$ cat src/rtl/adj_pkg.sv
package adj_pkg;
  typedef enum logic {
    OP_SPLIT   = 1'b0,
    OP_COMBINE = 1'b1
  } adj_op_e;

  localparam int FLAG_W    = 6;
  localparam int FL_CARRY  = 0;
  localparam int FL_PARITY = 1;
  localparam int FL_AUX    = 2;
  localparam int FL_ZERO   = 3;
  localparam int FL_SIGN   = 4;
  localparam int FL_OVF    = 5;
endpackage

$ cat src/rtl/adj_divider.sv
module adj_divider #(
  parameter int W = 8
) (
  input  logic         clk,
  input  logic         rst_n,
  input  logic         load_i,
  input  logic [W-1:0] dividend_i,
  input  logic [W-1:0] divisor_i,
  output logic         fin_o,
  output logic [W-1:0] quot_o,
  output logic [W-1:0] rem_o
);
  localparam int CNT_W = $clog2(W) + 1;

  logic [W-1:0]     shift_q;   // dividend bits out, quotient bits in
  logic [W-1:0]     rem_q;
  logic [W-1:0]     dvs_q;
  logic [CNT_W-1:0] cnt_q;
  logic             busy_q;
  logic             fin_q;

  logic [W:0] rem_sh;
  logic [W:0] trial;
  logic       take;

  always_comb begin
    rem_sh = {rem_q, shift_q[W-1]};
    trial  = rem_sh - {1'b0, dvs_q};
    take   = (rem_sh >= {1'b0, dvs_q});
  end

  always_ff @(posedge clk) begin
    if (!rst_n) begin
      shift_q <= '0;
      rem_q   <= '0;
      dvs_q   <= '0;
      cnt_q   <= '0;
      busy_q  <= 1'b0;
      fin_q   <= 1'b0;
    end else if (load_i) begin
      shift_q <= dividend_i;
      rem_q   <= '0;
      dvs_q   <= divisor_i;
      cnt_q   <= '0;
      busy_q  <= 1'b1;
      fin_q   <= 1'b0;
    end else if (busy_q) begin
      shift_q <= {shift_q[W-2:0], take};
      rem_q   <= take ? trial[W-1:0] : rem_sh[W-1:0];
      cnt_q   <= cnt_q + 1'b1;
      if (cnt_q == CNT_W'(W - 1)) begin
        busy_q <= 1'b0;
        fin_q  <= 1'b1;
      end else begin
        fin_q  <= 1'b0;
      end
    end else begin
      fin_q <= 1'b0;
    end
  end

  assign fin_o  = fin_q;
  assign quot_o = shift_q;
  assign rem_o  = rem_q;
endmodule

$ cat src/rtl/adj_combine.sv
module adj_combine
  import adj_pkg::*;
#(
  parameter int W      = 8,
  parameter int CYCLES = 60
) (
  input  logic              clk,
  input  logic              rst_n,
  input  logic              load_i,
  input  logic [W-1:0]      hi_i,
  input  logic [W-1:0]      lo_i,
  input  logic [W-1:0]      scale_i,
  output logic              fin_o,
  output logic [2*W-1:0]    sum_o,
  output logic [FLAG_W-1:0] flags_o
);
  localparam int W2    = 2 * W;
  localparam int CNT_W = $clog2(CYCLES) + 1;

  function automatic logic [W2:0] wide_add(input logic [W2-1:0] a, input logic [W2-1:0] b);
    return {1'b0, a} + {1'b0, b};
  endfunction

  function automatic logic [FLAG_W-1:0] add_flags(input logic [W2-1:0] a, input logic [W2-1:0] b,
                                                  input logic [W2:0] full);
    logic [FLAG_W-1:0] f;
    logic [W2-1:0]     s;
    logic [W2-1:0]     carries;
    s            = full[W2-1:0];
    carries      = a ^ b ^ s;
    f            = '0;
    f[FL_CARRY]  = full[W2];
    f[FL_PARITY] = ~^s[W-1:0];
    f[FL_AUX]    = carries[4];
    f[FL_ZERO]   = (s == '0);
    f[FL_SIGN]   = s[W2-1];
    f[FL_OVF]    = (a[W2-1] == b[W2-1]) && (s[W2-1] != a[W2-1]);
    return f;
  endfunction

  logic [W2-1:0] prod;
  logic [W2-1:0] addend;
  logic [W2:0]   full;

  always_comb begin
    prod    = {{W{1'b0}}, hi_i} * {{W{1'b0}}, scale_i};
    addend  = {{W{1'b0}}, lo_i};
    full    = wide_add(prod, addend);
    sum_o   = full[W2-1:0];
    flags_o = add_flags(prod, addend, full);
  end

  logic [CNT_W-1:0] cnt_q;
  logic             busy_q;
  logic             fin_q;

  always_ff @(posedge clk) begin
    if (!rst_n) begin
      cnt_q  <= '0;
      busy_q <= 1'b0;
      fin_q  <= 1'b0;
    end else if (load_i) begin
      cnt_q  <= CNT_W'(1);
      busy_q <= 1'b1;
      fin_q  <= 1'b0;
    end else if (busy_q) begin
      if (cnt_q == CNT_W'(CYCLES - 2)) begin
        busy_q <= 1'b0;
        fin_q  <= 1'b1;
      end else begin
        cnt_q  <= cnt_q + 1'b1;
        fin_q  <= 1'b0;
      end
    end else begin
      fin_q <= 1'b0;
    end
  end

  assign fin_o = fin_q;
endmodule

$ cat src/rtl/bcd_scale_adjust.sv
module bcd_scale_adjust
  import adj_pkg::*;
#(
  parameter int DATA_W         = 8,
  parameter int COMBINE_CYCLES = 60
) (
  input  logic                clk,
  input  logic                rst_n,
  input  logic                start_i,
  input  logic                op_i,
  input  logic [2*DATA_W-1:0] ax_i,
  input  logic [DATA_W-1:0]   base_i,
  output logic [2*DATA_W-1:0] ax_o,
  output logic [FLAG_W-1:0]   flags_o,
  output logic                div_err_o,
  output logic                done_o
);
  localparam int W     = DATA_W;
  localparam int W2    = 2 * DATA_W;
  localparam int LAT_W = $clog2(COMBINE_CYCLES + DATA_W + 4) + 1;

  function automatic logic [FLAG_W-1:0] split_flags(input logic [W-1:0] r);
    logic [FLAG_W-1:0] f;
    f            = '0;
    f[FL_SIGN]   = r[W-1];
    f[FL_ZERO]   = (r == '0);
    f[FL_PARITY] = ~^r;
    return f;
  endfunction

  adj_op_e            op_q;
  logic               busy_q;
  logic [W2-1:0]      ax_in_q;
  logic [W-1:0]       base_q;
  logic [W2-1:0]      ax_q;
  logic [FLAG_W-1:0]  flags_q;
  logic               done_q;
  logic               err_q;

  // named internal events
  logic               accept;
  logic               zero_div;
  logic               div_load;
  logic               cmb_load;
  logic               div_fin;
  logic [W-1:0]       div_quot;
  logic [W-1:0]       div_rem;
  logic               cmb_fin;
  logic [W2-1:0]      cmb_sum;
  logic [FLAG_W-1:0]  cmb_flags;

  assign accept   = start_i && !busy_q;
  assign zero_div = accept && (op_i == OP_SPLIT) && (base_i == '0);
  assign div_load = accept && (op_i == OP_SPLIT) && (base_i != '0);
  assign cmb_load = accept && (op_i == OP_COMBINE);

  adj_divider #(.W(W)) u_div (
    .clk        (clk),
    .rst_n      (rst_n),
    .load_i     (div_load),
    .dividend_i (ax_i[W-1:0]),
    .divisor_i  (base_i),
    .fin_o      (div_fin),
    .quot_o     (div_quot),
    .rem_o      (div_rem)
  );

  adj_combine #(.W(W), .CYCLES(COMBINE_CYCLES)) u_cmb (
    .clk     (clk),
    .rst_n   (rst_n),
    .load_i  (cmb_load),
    .hi_i    (ax_in_q[W2-1:W]),
    .lo_i    (ax_in_q[W-1:0]),
    .scale_i (base_q),
    .fin_o   (cmb_fin),
    .sum_o   (cmb_sum),
    .flags_o (cmb_flags)
  );

  always_ff @(posedge clk) begin
    if (!rst_n) begin
      op_q    <= OP_SPLIT;
      busy_q  <= 1'b0;
      ax_in_q <= '0;
      base_q  <= '0;
      ax_q    <= '0;
      flags_q <= '0;
      done_q  <= 1'b0;
      err_q   <= 1'b0;
    end else begin
      done_q <= 1'b0;
      err_q  <= 1'b0;
      if (accept) begin
        op_q    <= adj_op_e'(op_i);
        ax_in_q <= ax_i;
        base_q  <= base_i;
        if (zero_div) begin
          ax_q   <= ax_i;
          done_q <= 1'b1;
          err_q  <= 1'b1;
        end else begin
          busy_q <= 1'b1;
        end
      end else if (div_fin) begin
        ax_q    <= {div_quot, div_rem};
        flags_q <= split_flags(div_rem);
        done_q  <= 1'b1;
        busy_q  <= 1'b0;
      end else if (cmb_fin) begin
        ax_q    <= {{W{1'b0}}, cmb_sum[W-1:0]};
        flags_q <= cmb_flags;
        done_q  <= 1'b1;
        busy_q  <= 1'b0;
      end
    end
  end

  assign ax_o      = ax_q;
  assign flags_o   = flags_q;
  assign done_o    = done_q;
  assign div_err_o = err_q;

  // ---------------- assertions ----------------
  logic [W2-1:0]    div_recon;
  logic [LAT_W-1:0] lat_q;

  assign div_recon = {{W{1'b0}}, div_quot} * {{W{1'b0}}, base_q} + {{W{1'b0}}, div_rem};

  always_ff @(posedge clk) begin
    if (!rst_n)      lat_q <= '0;
    else if (accept) lat_q <= LAT_W'(1);
    else if (busy_q) lat_q <= lat_q + 1'b1;
  end

  assert_split_identity_R1: assert property (@(posedge clk) disable iff (!rst_n)
    div_fin |-> (div_recon == {{W{1'b0}}, ax_in_q[W-1:0]}) && (div_rem < base_q));

  assert_zero_div_passthru_R2: assert property (@(posedge clk) disable iff (!rst_n)
    div_err_o |-> done_o && (ax_o == $past(ax_i)) && $stable(flags_o));

  assert_split_flags_clear_R3: assert property (@(posedge clk) disable iff (!rst_n)
    (done_o && !div_err_o && op_q == OP_SPLIT) |->
      !flags_o[FL_CARRY] && !flags_o[FL_AUX] && !flags_o[FL_OVF]);

  assert_high_byte_clear_R5: assert property (@(posedge clk) disable iff (!rst_n)
    (done_o && op_q == OP_COMBINE) |-> (ax_o[W2-1:W] == '0) && !div_err_o);

  assert_combine_latency_R6: assert property (@(posedge clk) disable iff (!rst_n)
    (done_o && op_q == OP_COMBINE) |-> (lat_q == LAT_W'(COMBINE_CYCLES)));

  assert_split_latency_R7: assert property (@(posedge clk) disable iff (!rst_n)
    (done_o && !div_err_o && op_q == OP_SPLIT) |-> (lat_q == LAT_W'(DATA_W + 2)));

  assert_hold_between_done_R9: assert property (@(posedge clk) disable iff (!rst_n)
    !done_o |-> $stable(ax_o) && $stable(flags_o));
endmodule

$ cat config.mk
export PLATFORM = sky130hd
export DESIGN_NAME = bcd_scale_adjust
export DESIGN_NICKNAME = d
export VERILOG_FILES = /design/src/rtl/adj_pkg.sv /design/src/rtl/adj_divider.sv /design/src/rtl/adj_combine.sv /design/src/rtl/bcd_scale_adjust.sv
export SDC_FILE = /design/constraint.sdc
export NUM_CORES = 1
export LEC_CHECK = 0
export BUFFER_PORTS_ARGS = -buffer_cell sky130_fd_sc_hd__buf_4
export CORE_MARGIN = 8
export CORE_UTILIZATION = 62
export CTS_CLUSTER_DIAMETER = 100
export DETAILED_ROUTE_END_ITERATION = 8
export PLACE_DENSITY = 0.83
export SLEW_MARGIN = 20
export SYNTH_ARGS = -nofsm -noshare
export SYNTH_HDL_FRONTEND = slang
export SYNTH_HIERARCHICAL = 1
export SYNTH_SLANG_ARGS = --single-unit
$ cat constraint.sdc
create_clock -name clk -period 7.1 [get_ports clk]
set_input_delay 0.355 -clock clk [delete_from_list [all_inputs] [get_ports clk]]
set_output_delay 0.355 -clock clk [all_outputs]
set_load 0.02 [all_outputs]
* Yosys cells after proc, flatten, opt, wreduce, memory -nomap -nowiden *
Cells that the tools add are included.

word-level totals
  register bits = 88
  input port bits = 28
  output and inout bits = 24
  logic and storage cells = 93

cells by class
  $add $sub $neg = 4
  multiply operators = 1
  $lt $le $gt $ge = 1
  equal/unequal tests = 6
  multiplexer cells = 28
  bitwise gates (word level) = 9
  reductions and logical operators = 27

operators with widths
  kind                                                 number
  two-way mux 16 bit                                   4
  two-way mux 8 bit                                    3
  two-way mux 1 bit                                    19
  adder 16 x 8 -> 17 bit                               1
  logical NOT 16 bit                                   1
  logical NOT 8 bit                                    2
  multiplier 8 x 8 -> 16 bit                           1
  XNOR reduction 8 bit                                 2
  two-way mux 6 bit                                    2
  AND reduction 2 bit                                  6
  bitwise XOR 5 bit                                    2
  greater-or-equal comparator 9 x 8 -> 1 bit           1
  nonzero test 8 bit                                   1
  subtractor 8 bit                                     1
  adder 7 x 1 -> 7 bit, second input constant          1
  equality test 7 x 6 -> 1 bit, second input constant  1
  NOT 1 bit                                            7
  logical AND 1 bit                                    6
  nonzero test 2 bit                                   3
  OR reduction 3 bit                                   2
  adder 4 x 1 -> 4 bit, second input constant          1
  equality test 4 x 3 -> 1 bit, second input constant  1
  inequality test 2 bit, second input constant         2
  OR reduction 2 bit                                   2
  4 further kinds                                      4

* Logic depth before layout (Yosys ltp) *
Gate-level depths: netlist (run 1).

  depth after elaboration = 6
  mapped depth = 24
  mapped depth without buffers = 24

* Hierarchy *
Netlist (run 1), hierarchy kept.

by module, submodules not included
  module            times used  cells each  area each (µm²)  seq. area each (µm²)
  adj_combine       1           391         3316.9           180.2
  bcd_scale_adjust  1           259         2149.6           980.9
  adj_divider       1           189         1661.6           600.6

* Worst setup path after synthesis (run 1) *
Ideal clock, no wire load.

  kind = register -> register
  start = register ax_in_q[9]
  end = register flags_q[3] (netlist: flags_o[3])
  library setup time = 0.079 ns
  arrival = 5.774 ns
  path slack = 1.247 ns
  cell stages (with the launch flop) = 23
  buffers on the path = 0
  cell sequence = dfxtp_1 > and2_1 > fa_1 > fa_1 > fa_1 > inv_1 > fa_1 > inv_1 > ha_1 > a21oi_1 > o21ai_4 > o21ai_0 > a21boi_0 > o21ai_0 > a21boi_0 > or2_2 > ha_1 > and3_1 > nand3_1 > or4b_1 > a2111oi_2 > a211oi_1 > nor3_1

between the ends
  word-level cells in the longest chain between the ends = 5

ends and longest elaborated chain
  what                        RTL line                 source
  start, declared             bcd_scale_adjust.sv:33   logic [W2-1:0] ax_in_q;
  start signal, assigned      bcd_scale_adjust.sv:95   ax_in_q <= ax_i;
  multiplier 8 x 8 -> 16 bit  adj_combine.sv:46        prod = {{W{1'b0}}, hi_i} * {{W{1'b0}}, scale_i};
  adder 16 x 8 -> 17 bit      adj_combine.sv:21        return {1'b0, a} + {1'b0, b};
  logical NOT 16 bit          adj_combine.sv:35        f[FL_ZERO] = (s == '0);
  named net cmb_flags[3]      bcd_scale_adjust.sv:50   logic [FLAG_W-1:0] cmb_flags;
  two-way mux 6 bit           bcd_scale_adjust.sv:109  end else if (cmb_fin) begin
  two-way mux 6 bit           bcd_scale_adjust.sv:104  end else if (div_fin) begin
  end signal, assigned        bcd_scale_adjust.sv:106  flags_q <= split_flags(div_rem);
  end signal, assigned        bcd_scale_adjust.sv:111  flags_q <= cmb_flags;
  end, declared               bcd_scale_adjust.sv:36   logic [FLAG_W-1:0] flags_q;

The timed path passes the listed nets, and every way through them passes these cells. The select of a mux whose other input is x is not followed.
A chain may end at the register's enable or synchronous reset.

* Worst setup path after layout (run 1) *
  start = register ax_in_q[10]
  end = register flags_q[3] (netlist: flags_o[3])

Same word-level chain as after synthesis.

==> impl_summary.txt, run 1 <==
----------------------------------------------------
[Placed design]
  Post-Place Setup Slack ... 0.744 ns
  Placed wire-length estimate ... 13600 µm
  Area of placed instances ... 0.00757 mm²
  Port-buffer cells ... 51
  Final weighted congestion of routability-driven global placement ... 0.906

[Job]
  Max-capacitance violation count ... 0

[Die]
  Floorplan die area ... 0.0151 mm²
  Number of cell rows ... 39
  Core area ... 0.0113 mm²
  Number of I/O pins ... 52
  Initial Utilization ... 62.8%
  Die extent in y ... 123 µm
  Die width ... 123 µm

[Clock tree]
  Root Buffer ... clkbuf_16
  TritonCTS Buffers ... 9
  H-tree depth ... 3
  Clock buffer depth ... 2
  TritonCTS clock tree ... built
  Clock network latency to the later pin of the worst-skew pair ... 0.34 ns
  Number of buffers inserted by hold repair at cts ... 0
  Clock-pin slew reported for the worst setup and hold paths after clock tree synthesis ... 0.07 ns
  Total setup buffers inserted after CTS ... 0
  Num Clock Sinks ... 88
  Post_cts resized ... 0

[Power and ir drop]
  Areal power density over the cells ... 164 mW/mm²
  Leakage power of the design ... 3.45 nW
  Largest voltage drop on the vdd net ... 218 µV

[Worst setup path]
  Req. time, crit path ... 7.37 ns
  Worst-case register-to-register setup slack ... 0.70 ns
  Destination of the critical timing path ... flags_o[3]
  Critical path class ... reg2reg
  Worst setup path start ... ax_in_q[10]
  CP Max Fanout ... 9
  Worst r2r path cells ... 22
  CP Launch Type ... flip-flop
  Reg2reg end ... flags_o[3]
  Signal arrival time at the worst endpoint ... 6.67 ns
  Endpoint type of the worst setup path ... flip-flop
  Reg2reg start ... ax_in_q[10]

[Global routing]
  Wire length of the first global-routing pass ... 29200 µm
  Number of antenna violations at the first check in global routing ... 0
  Vias in the first global route ... 6157
  Remaining global-route overflow ... 0
  Maximum number of pins on one net before global-route repair ... 50
  Total routing usage reported by global routing ... 24.0%

[Synthesis]
  Cell area after synthesis ... 0.00708 mm²
  Yosys synthesis warning count ... 6
  Post-Syn Area per Cell ... 8.52 µm²
  Post-Syn Nets ... 961
  Number of standard cells after synthesis ... 831

[Final layout]
  Net total in the final layout ... 1000
  Antenna Cells ... 0
  Fraction of final layout cells sized beyond drive strength 1 ... 11.8%
  Leading cell type in the layout, fill and taps excluded ... nand2_1
  Area growth from synthesis to final layout ... 11.3%
  Area of all placed cells without fillers ... 0.00788 mm²
  Commonest cells after routing, fill and taps aside ... nand2_1, inv_1, dfxtp_1

[STA]
  Transition time at the pin with the least slew margin ... 1.04 ns
  Setup Total Neg Slack ... 0 ns
  Slew Limit Headroom ... 30.1%
  Number of failing setup endpoints in the final timing report ... 0
  Final Slew Violations ... 0
  Share of the cycle needed by the critical path after routing ... 90.2%
  Post-route worst hold slack ... 0.291 ns
  Fin. Hold Viols ... 0
  Final worst clock skew ... 0.00463 ns
  Final min period ... 6.40 ns
  Setup ws final ... 0.697 ns
  Setup repair after global routing missed its margin ... no
  Maximum operating frequency ... 0.156 GHz

[Drt]
  Routed Antenna Nets ... 0
  Vias per cell ... 5.86
  Wirelength per Cell ... 17.2 µm
  1st-pass router iterations ... 5
  Total routed wirelength ... 17500 µm
  Total via count in the routed design ... 5970
  Number of design-rule violations left by the first detailed-router iteration ... 423
  DRC errors left ... 0

[Min path]
  Startpoint of the lowest-slack hold path ... ax_i[3]
  Class of the tightest hold or removal check ... in2reg

[Outcome]
  Run status ... complete, no violations

----------------------------------------------------
layout make-up:
type | instances | area (µm²)
inverters | 91 | 342
fillers | 863 | 3390
repair buffers | 57 | 428
multi-input cells | 623 | 4860
well taps | 143 | 179
clock buffers | 10 | 239
flip-flops and latches | 88 | 1760
clock inverters | 6 | 72.6
flip-flops by register name (all words and copies together) (netlist names):
register and count:
done_o 1, busy_q 1, div_err_o 1, u_div/fin_o 1
ax_o 16, u_div/quot_o 8, u_div/busy_q 1, u_cmb/busy_q 1
ax_in_q 16, u_cmb/fin_o 1, u_cmb/cnt_q 7, u_div/rem_o 8
u_div/cnt_q 4, u_div/dvs_q 8, flags_o 6, base_q 8
where the power goes:
part / switching [mW] / internal [mW] / total (mW)
Clock: 0.204 / 0.287 / 0.491
Sequential: 0.0226 / 0.511 / 0.534
Combinational: 0.153 / 0.117 / 0.270
Total: 0.380 / 0.915 / 1.30
per-stage QoR:
stage               util (%)  instances  power (mW)
finish                  69.9       1018        1.30
global route            69.9       1018        1.35
CTS                     69.9       1018        1.30
detailed placement      67.1       1002       0.807
global placement        67.1       1002       0.798
floorplan                  -        831       0.738
critical path: stages, from the launching register on:
cell       delay, ns
dfxtp_1         0.48
and2_1          0.20
fa_1            0.45
fa_1            0.52
fa_1            0.55
inv_1           0.06
fa_1            0.56
inv_1           0.05
ha_1            0.36
a21oi_1         0.35
o21ai_4         0.14
o21ai_0         0.18
a21boi_0        0.09
o21ai_0         0.21
a21boi_0        0.14
or2_2           0.31
ha_1            0.29
and3_1          0.16
nand3_1         0.07
or4b_1          0.52
a2111oi_2       0.34
a211oi_1        0.12
nor3_1          0.16
routing by layer:
layer	wire (µm)	vias to the layer above	global-route usage (%)
met5	0	-	0
met1	7510	2854	29.6
met4	457	0	9.60
met2	8620	181	41.0
met3	900	30	3.73
li1	-	2905	-
worst min-delay path by stage:
stage	to	slack, ns	cells past startpoint
after floorplan	u_div/fin_o	0.43	1
after global placement	flags_o[5]	0.45	2
after detailed placement	flags_o[2]	0.45	2
after CTS	base_q[1]	0.28	3
after global routing	base_q[1]	0.29	3
final	ax_in_q[3]	0.29	3
Note: power is estimated with default switching activity, not from simulation.
==> run 2: changes to the inputs <==
Settings changed: CORE_UTILIZATION 62 to 50, PLACE_DENSITY 0.83 to 0.68.
Clock period 7.1 ns to 6.9 ns, I/O delays scaled along.
==> run 2 against run 1 <==
- non-clock buffer count is 1 higher
- utilization is 13 points lower
- worst setup slack worse by 0.20 ns
- combinational power is 2% higher
- clock power is 14% higher
- final cell count is 3.6% higher
- via count is 4.0% lower
- die area is 21% higher
- power is 6.8% higher
==> impl_summary.txt, run 2 (synthesized netlist as in run 1, its figures left out) <==
----------------------------------------------------
[Drt]
  DRC errors left ... 0 (unchanged)
  Wirelength per Cell ... 15.9 µm (-7.2%)
  Number of design-rule violations left by the first detailed-router iteration ... 379 (-10%)
  Top Layer Used ... met4
  WL met1 ... 8030 µm (+6.9%)
  Vias per cell ... 5.43 (-7.4%)
  Routed Antenna Nets ... 0 (unchanged)
  Total via count in the routed design ... 5731 (-4.0%)
  Total routed wirelength ... 16800 µm (-3.8%)
  Met3 wirelength from detailed routing ... 473 µm (-47%)
  Met2 Routed Length ... 8110 µm (-6.0%)
  1st-pass router iterations ... 5 (unchanged)

[Clock tree]
  Number of buffers inserted by hold repair at cts ... 0 (unchanged)
  Clock buffer depth ... 2 (unchanged)
  Total setup buffers inserted after CTS ... 0 (unchanged)
  TritonCTS Buffers ... 9 (unchanged)
  H-tree depth ... 3 (unchanged)
  TritonCTS clock tree ... built
  Clock network latency to the later pin of the worst-skew pair ... 0.34 ns (about the same)
  Num Clock Sinks ... 88 (unchanged)
  Root Buffer ... clkbuf_16
  Clock-pin slew reported for the worst setup and hold paths after clock tree synthesis ... 0.06 ns (about the same)

[STA]
  Transition time at the pin with the least slew margin ... 1.03 ns (-0.0158 ns)
  Final Slew Violations ... 0 (unchanged)
  Final worst clock skew ... 0.00769 ns (+0.00306 ns)
  Fin. Hold Viols ... 0 (unchanged)
  Setup repair after global routing missed its margin ... no
  Final min period ... 6.41 ns (+0.00244 ns)
  Slew Limit Headroom ... 30.8% (+0.65 points)
  Share of the cycle needed by the critical path after routing ... 92.8% (+2.6 points)
  Maximum operating frequency ... 0.156 GHz (about the same)
  Setup Total Neg Slack ... 0 ns (unchanged)
  Number of failing setup endpoints in the final timing report ... 0 (unchanged)

[Die]
  Die width ... 135 µm (+9.9%)
  Number of cell rows ... 43 (+10%)
  Initial Utilization ... 51.0% (-12 points)
  Die extent in y ... 135 µm (+9.9%)
  Floorplan die area ... 0.0182 mm² (+21%)
  Number of I/O pins ... 52 (unchanged)
  Core area ... 0.0139 mm² (+23%)

[Worst setup path]
  Critical path class ... reg2reg
  CP Max Fanout ... 9 (unchanged)
  Endpoint type of the worst setup path ... flip-flop
  Signal arrival time at the worst endpoint ... 6.66 ns (about the same)
  Req. time, crit path ... 7.15 ns (-0.22 ns)
  CP Launch Type ... flip-flop

[Outcome]
  Run status ... complete, no violations

[Job]
  Max-capacitance violation count ... 0 (unchanged)

[Final layout]
  Area growth from synthesis to final layout ... 12.5%
  Fraction of final layout cells sized beyond drive strength 1 ... 11.8% (unchanged)
  Net total in the final layout ... 1001 (+0.10%)
  Commonest cells after routing, fill and taps aside ... nand2_1, inv_1, dfxtp_1
  Post-Layout Cell Count ... 1055 (+3.6%)
  Total of fill cells in the finished design ... 1264 (+46%)
  Leading cell type in the layout, fill and taps excluded ... nand2_1
  Antenna Cells ... 0 (unchanged)
  Multi-input gate area ... 0.00486 mm² (unchanged)
  Combined flip-flop and latch cell area ... 0.00176 mm² (unchanged)

[Min path]
  Class of the tightest hold or removal check ... in2reg

[Placed design]
  Port-buffer cells ... 51 (unchanged)
  Final weighted congestion of routability-driven global placement ... 0.870 (-4.0%)
  Number of placed instances, taps included ... 1040 (+3.8%)
  Placed wire-length estimate ... 13300 µm (-1.8%)

[Power and ir drop]
  Largest voltage drop on the vdd net ... 156 µV (-29%)
  Leakage power of the design ... 3.47 nW (+0.64%)
  Areal power density over the cells ... 174 mW/mm² (+5.7%)

[Global routing]
  Vias in the first global route ... 5599 (-9.1%)
  Total routing usage reported by global routing ... 18.7% (-5.3 points)
  Maximum number of pins on one net before global-route repair ... 49 (-2.0%)
  Number of antenna violations at the first check in global routing ... 0 (unchanged)
  Remaining global-route overflow ... 0 (unchanged)
  Wire length of the first global-routing pass ... 27800 µm (-5.0%)

----------------------------------------------------
==> run 2: path summary, 6_finish.rpt <==
kind / startpoint / to / slack [ns] / cells after the start
max: ax_in_q[8] / flags_o[3] / 0.49 / 22
min: ax_i[2] / ax_in_q[2] / 0.28 / 3
max reg2reg: ax_in_q[8] / flags_o[3] / 0.49 / 22
min reg2reg: flags_o[2] / flags_o[2] / 0.46 / 2
==> run 2: repair_timing <==
item	in CTS	in global routing
resized for setup	0	1
hold endpoints to repair	0	0
setup endpoints to repair	0	1
==> run 2: area by class of cell <==
type	instances	area share (%)
clock buffer	9	2.83
sequential	88	22.1
clock inverter	6	1.46
multi-input combinational	623	61.0
tap	180	2.83
timing repair buffer	58	5.47
inverter	91	4.29
==> run 2: per-layer routing <==
layer  vias to the layer above  track usage, %
met5                         -               0
met4                         0            5.00
met3                        15            2.93
met2                        79            31.2
met1                      2735            24.5
li1                       2902               -
==> run 2: critical path, stage by stage (launching register included) <==
cell and delay [ns]:
dfxtp_1 0.45, nand2_1 0.12, fa_1 0.54, fa_1 0.55
inv_1 0.05, fa_1 0.52, inv_1 0.05, fa_1 0.52
inv_1 0.04, ha_1 0.35, xnor2_1 0.18, ha_1 0.37
nand3_1 0.11, o31ai_1 0.43, o2111ai_1 0.27, nor2_1 0.19
ha_1 0.15, and3_1 0.15, nand3_1 0.07, or4b_1 0.51
a2111oi_2 0.36, a211oi_1 0.12, nor3_1 0.19
==> run 2: stage by stage <==
stage	hold WS, ns	power [mW]	cell area [µm²]	util [%]	worst slack [ns]
global placement	0.442	0.829	7620	54.9	0.632
finish	0.277	1.38	7960	57.4	0.494
floorplan	0.433	0.760	7080	-	1.05
global route	0.281	1.45	7960	57.4	0.0377
CTS	0.270	1.39	7960	57.4	0.475
detailed placement	0.450	0.831	7620	54.9	0.453
==> run 2: power breakdown <==
| part | internal [mW] | switching [mW] |
|---|---|---|
| Combinational | 0.121 | 0.153 |
| Sequential | 0.526 | 0.0227 |
| Clock | 0.354 | 0.205 |
==> run 3: changes to the inputs <==
Settings changed: ABC_AREA from default to 1.
==> run 3 against run 2 <==
- die area rose by 4.8%
- sequential power increased by 3%
- power rose by 8.4%
- non-clock buffer count decreased by 6
- utilization shrank 1.1 points
- via count grew 16%
- sequential cell count stayed put
- highest routed layer unchanged
==> impl_summary.txt, run 3 <==
----------------------------------------------------
[Clock tree]
  Post_cts resized ... 0 (unchanged)
  Clock network latency to the later pin of the worst-skew pair ... 0.34 ns (about the same)
  Root Buffer ... clkbuf_16
  TritonCTS Buffers ... 9 (unchanged)
  Total setup buffers inserted after CTS ... 0 (unchanged)
  Clock buffer depth ... 2 (unchanged)
  Clock-pin slew reported for the worst setup and hold paths after clock tree synthesis ... 0.07 ns (about the same)
  Number of buffers inserted by hold repair at cts ... 0 (unchanged)
  Num Clock Sinks ... 88 (unchanged)
  H-tree depth ... 3 (unchanged)
  TritonCTS clock tree ... built

[Drt]
  1st-pass router iterations ... 7 (+2)
  Routed Antenna Nets ... 0 (unchanged)
  Total routed wirelength ... 18300 µm (+8.6%)
  Wirelength per Cell ... 13.8 µm (-13%)
  Number of design-rule violations left by the first detailed-router iteration ... 521 (+37%)
  Vias per cell ... 5.05 (-7.0%)
  Total via count in the routed design ... 6666 (+16%)
  DRC errors left ... 0 (unchanged)

[Final layout]
  Leading cell type in the layout, fill and taps excluded ... nand2_1
  Net total in the final layout ... 1260 (+26%)
  Fraction of final layout cells sized beyond drive strength 1 ... 9.78% (-2.0 points)
  Combined flip-flop and latch cell area ... 0.00176 mm² (unchanged)
  Antenna Cells ... 0 (unchanged)
  Total of fill cells in the finished design ... 1446 (+14%)
  Commonest cells after routing, fill and taps aside ... nand2_1, inv_1, nor2_1
  Multi-input gate area ... 0.00467 mm² (-3.7%)
  Util after Layout ... 56.2% (-1.1 points)
  Area growth from synthesis to final layout ... 9.47%

[Placed design]
  Port-buffer cells ... 51 (unchanged)
  Placed wire-length estimate ... 14600 µm (+9.4%)
  Final weighted congestion of routability-driven global placement ... 0.898 (+3.2%)
  Post-Place Setup Slack ... 1.17 ns (+0.722 ns)

[Power and ir drop]
  Areal power density over the cells ... 184 mW/mm² (+5.6%)
  Part of the total power dissipated in combinational logic ... 29.3% (+9.4 points)
  Internal power ... 980 µW (-2.1%)
  Net switching fraction of the power ... 34.6% (+7.0 points)
  Largest voltage drop on the vdd net ... 157 µV (+0.45%)
  Leakage power of the design ... 4.56 nW (+31%)
  Net Sw Power ... 519 µW (+36%)
  Clk network pwr share ... 33.0% (-7.5 points)
  Part of the power in registers ... 37.8% (-1.9 points)

[STA]
  Slew Limit Headroom ... 34.8% (+4.1 points)
  Transition time at the pin with the least slew margin ... 0.976 ns (-0.0515 ns)
  Final worst clock skew ... 0.00674 ns (-0.000948 ns)
  Share of the cycle needed by the critical path after routing ... 82.7% (-10 points)
  Setup ws final ... 1.20 ns (+0.702 ns)
  Maximum operating frequency ... 0.175 GHz (+12%)
  Fin. Hold Viols ... 0 (unchanged)
  Setup repair after global routing missed its margin ... no
  Number of failing setup endpoints in the final timing report ... 0 (unchanged)
  Post-route worst hold slack ... 0.258 ns (-0.0193 ns)
  Setup Total Neg Slack ... 0 ns (unchanged)
  Final Slew Violations ... 0 (unchanged)
  Final min period ... 5.70 ns (-0.702 ns)

[Worst setup path]
  Most frequent cell on the critical path ... nand3_1
  Signal arrival time at the worst endpoint ... 5.97 ns (-0.69 ns)
  Max incr delay on CP ... 0.54 ns (about the same)
  Critical path class ... reg2reg
  Endpoint type of the worst setup path ... flip-flop
  Worst-case register-to-register setup slack ... 1.20 ns (+0.70 ns)
  Reg2reg end ... flags_o[3]
  Req. time, crit path ... 7.17 ns (+0.02 ns)
  Library cell contributing the largest single delay on the critical path ... fa_1
  CP Launch Type ... flip-flop
  Destination of the critical timing path ... flags_o[3]
  Reg2reg start ... base_q[4]
  CP Max Fanout ... 9 (unchanged)
  Worst setup path start ... base_q[4]
  Worst r2r path cells ... 31 (+41%)

[Synthesis]
  Number of standard cells after synthesis ... 1108 (+33%)
  Post-Syn Area per Cell ... 6.74 µm² (-21%)
  Yosys synthesis warning count ... 6 (unchanged)
  Post-Syn Nets ... 1238 (+29%)
  Cell area after synthesis ... 0.00746 mm² (+5.4%)

[Die]
  Die extent in y ... 138 µm (+2.4%)
  Initial Utilization ... 51.4% (+0.36 points)
  Floorplan die area ... 0.0191 mm² (+4.8%)
  Number of I/O pins ... 52 (unchanged)
  Core area ... 0.0145 mm² (+4.7%)
  Die width ... 138 µm (+2.4%)
  Number of cell rows ... 44 (+2.3%)

[Global routing]
  Remaining global-route overflow ... 0 (unchanged)
  Number of antenna violations at the first check in global routing ... 0 (unchanged)
  Vias in the first global route ... 6183 (+10%)
  Maximum number of pins on one net before global-route repair ... 46 (-6.1%)
  Wire length of the first global-routing pass ... 30400 µm (+9.6%)
  Total routing usage reported by global routing ... 18.9% (+0.20 points)

[Outcome]
  Run status ... complete, no violations

[Job]
  Max-capacitance violation count ... 0 (unchanged)

[Min path]
  Class of the tightest hold or removal check ... in2reg

----------------------------------------------------
==> run 3: changes by cell type in the layout (fill, tap and decap cells not counted), moves of 14 or more <==
cell	delta
a21oi_1	+17
nand3_1	+34
nand3_2	+14
nand2_1	+197
nor2b_1	-14
inv_1	+118
nor2_1	+58
and2_1	-63
mux2i_1	-30
==> run 3: worst min-delay path by stage <==
stage,startpoint,to,slack (ns),cells past startpoint
6_report,start_i,busy_q,0.26,3
5_1_grt,start_i,busy_q,0.26,3
4_1_cts,base_i[0],u_div/dvs_q[0],0.25,3
3_5_place_dp,u_cmb/busy_q,u_cmb/fin_o,0.44,2
3_3_place_gp,u_cmb/busy_q,u_cmb/fin_o,0.43,2
2_1_floorplan,u_cmb/busy_q,u_cmb/fin_o,0.42,2
==> run 3: power groups by stage <==
| stage | registers, mW | clock network (mW) | logic (mW) |
|---|---|---|---|
| finish | 0.566 | 0.495 | 0.439 |
| global route | 0.571 | 0.523 | 0.497 |
| CTS | 0.566 | 0.502 | 0.437 |
| detailed placement | 0.578 | 0 | 0.432 |
| global placement | 0.577 | 0 | 0.432 |
| floorplan | 0.557 | 0 | 0.350 |
==> run 3: metal layers <==
| metal | GRT usage [%] | part of all wire [%] | vias to the layer above |
|---|---|---|---|
| li1 | - | - | 3463 |
| met2 | 30.7 | 46 | 145 |
| met5 | 0 | 0 | - |
| met1 | 25.2 | 47 | 3036 |
| met3 | 2.71 | 4.4 | 22 |
| met4 | 6.06 | 2.0 | 0 |
==> run 3: through the flow <==
| stage | power [mW] | area [µm²] | std cells |
|---|---|---|---|
| after global routing | 1.59 | 8170 | 1319 |
| after floorplan | 0.907 | 7460 | 1108 |
| after global placement | 1.01 | 7870 | 1303 |
| final | 1.50 | 8170 | 1319 |
| after detailed placement | 1.01 | 7870 | 1303 |
| after CTS | 1.51 | 8170 | 1319 |
==> run 3: layout make-up <==
cell class              count  area share, %
flip-flops and latches     88           21.6
repair buffers             52           4.78
well taps                 184           2.82
clock inverters             6          0.827
clock buffers              10           2.80
inverters                 217           10.0
multi-input cells         762           57.2
==> run 3: critical path, delay by kind of cell, from the launching register on <==
family / cells / cell delay, ns
adder cells (fa/ha/maj): 7 / 2.83
AND/OR/NAND/NOR: 17 / 1.74
flip-flops: 1 / 0.40
AO/OA/AOI/OAI: 2 / 0.24
buffers and inverters: 4 / 0.24
XOR/XNOR: 1 / 0.17
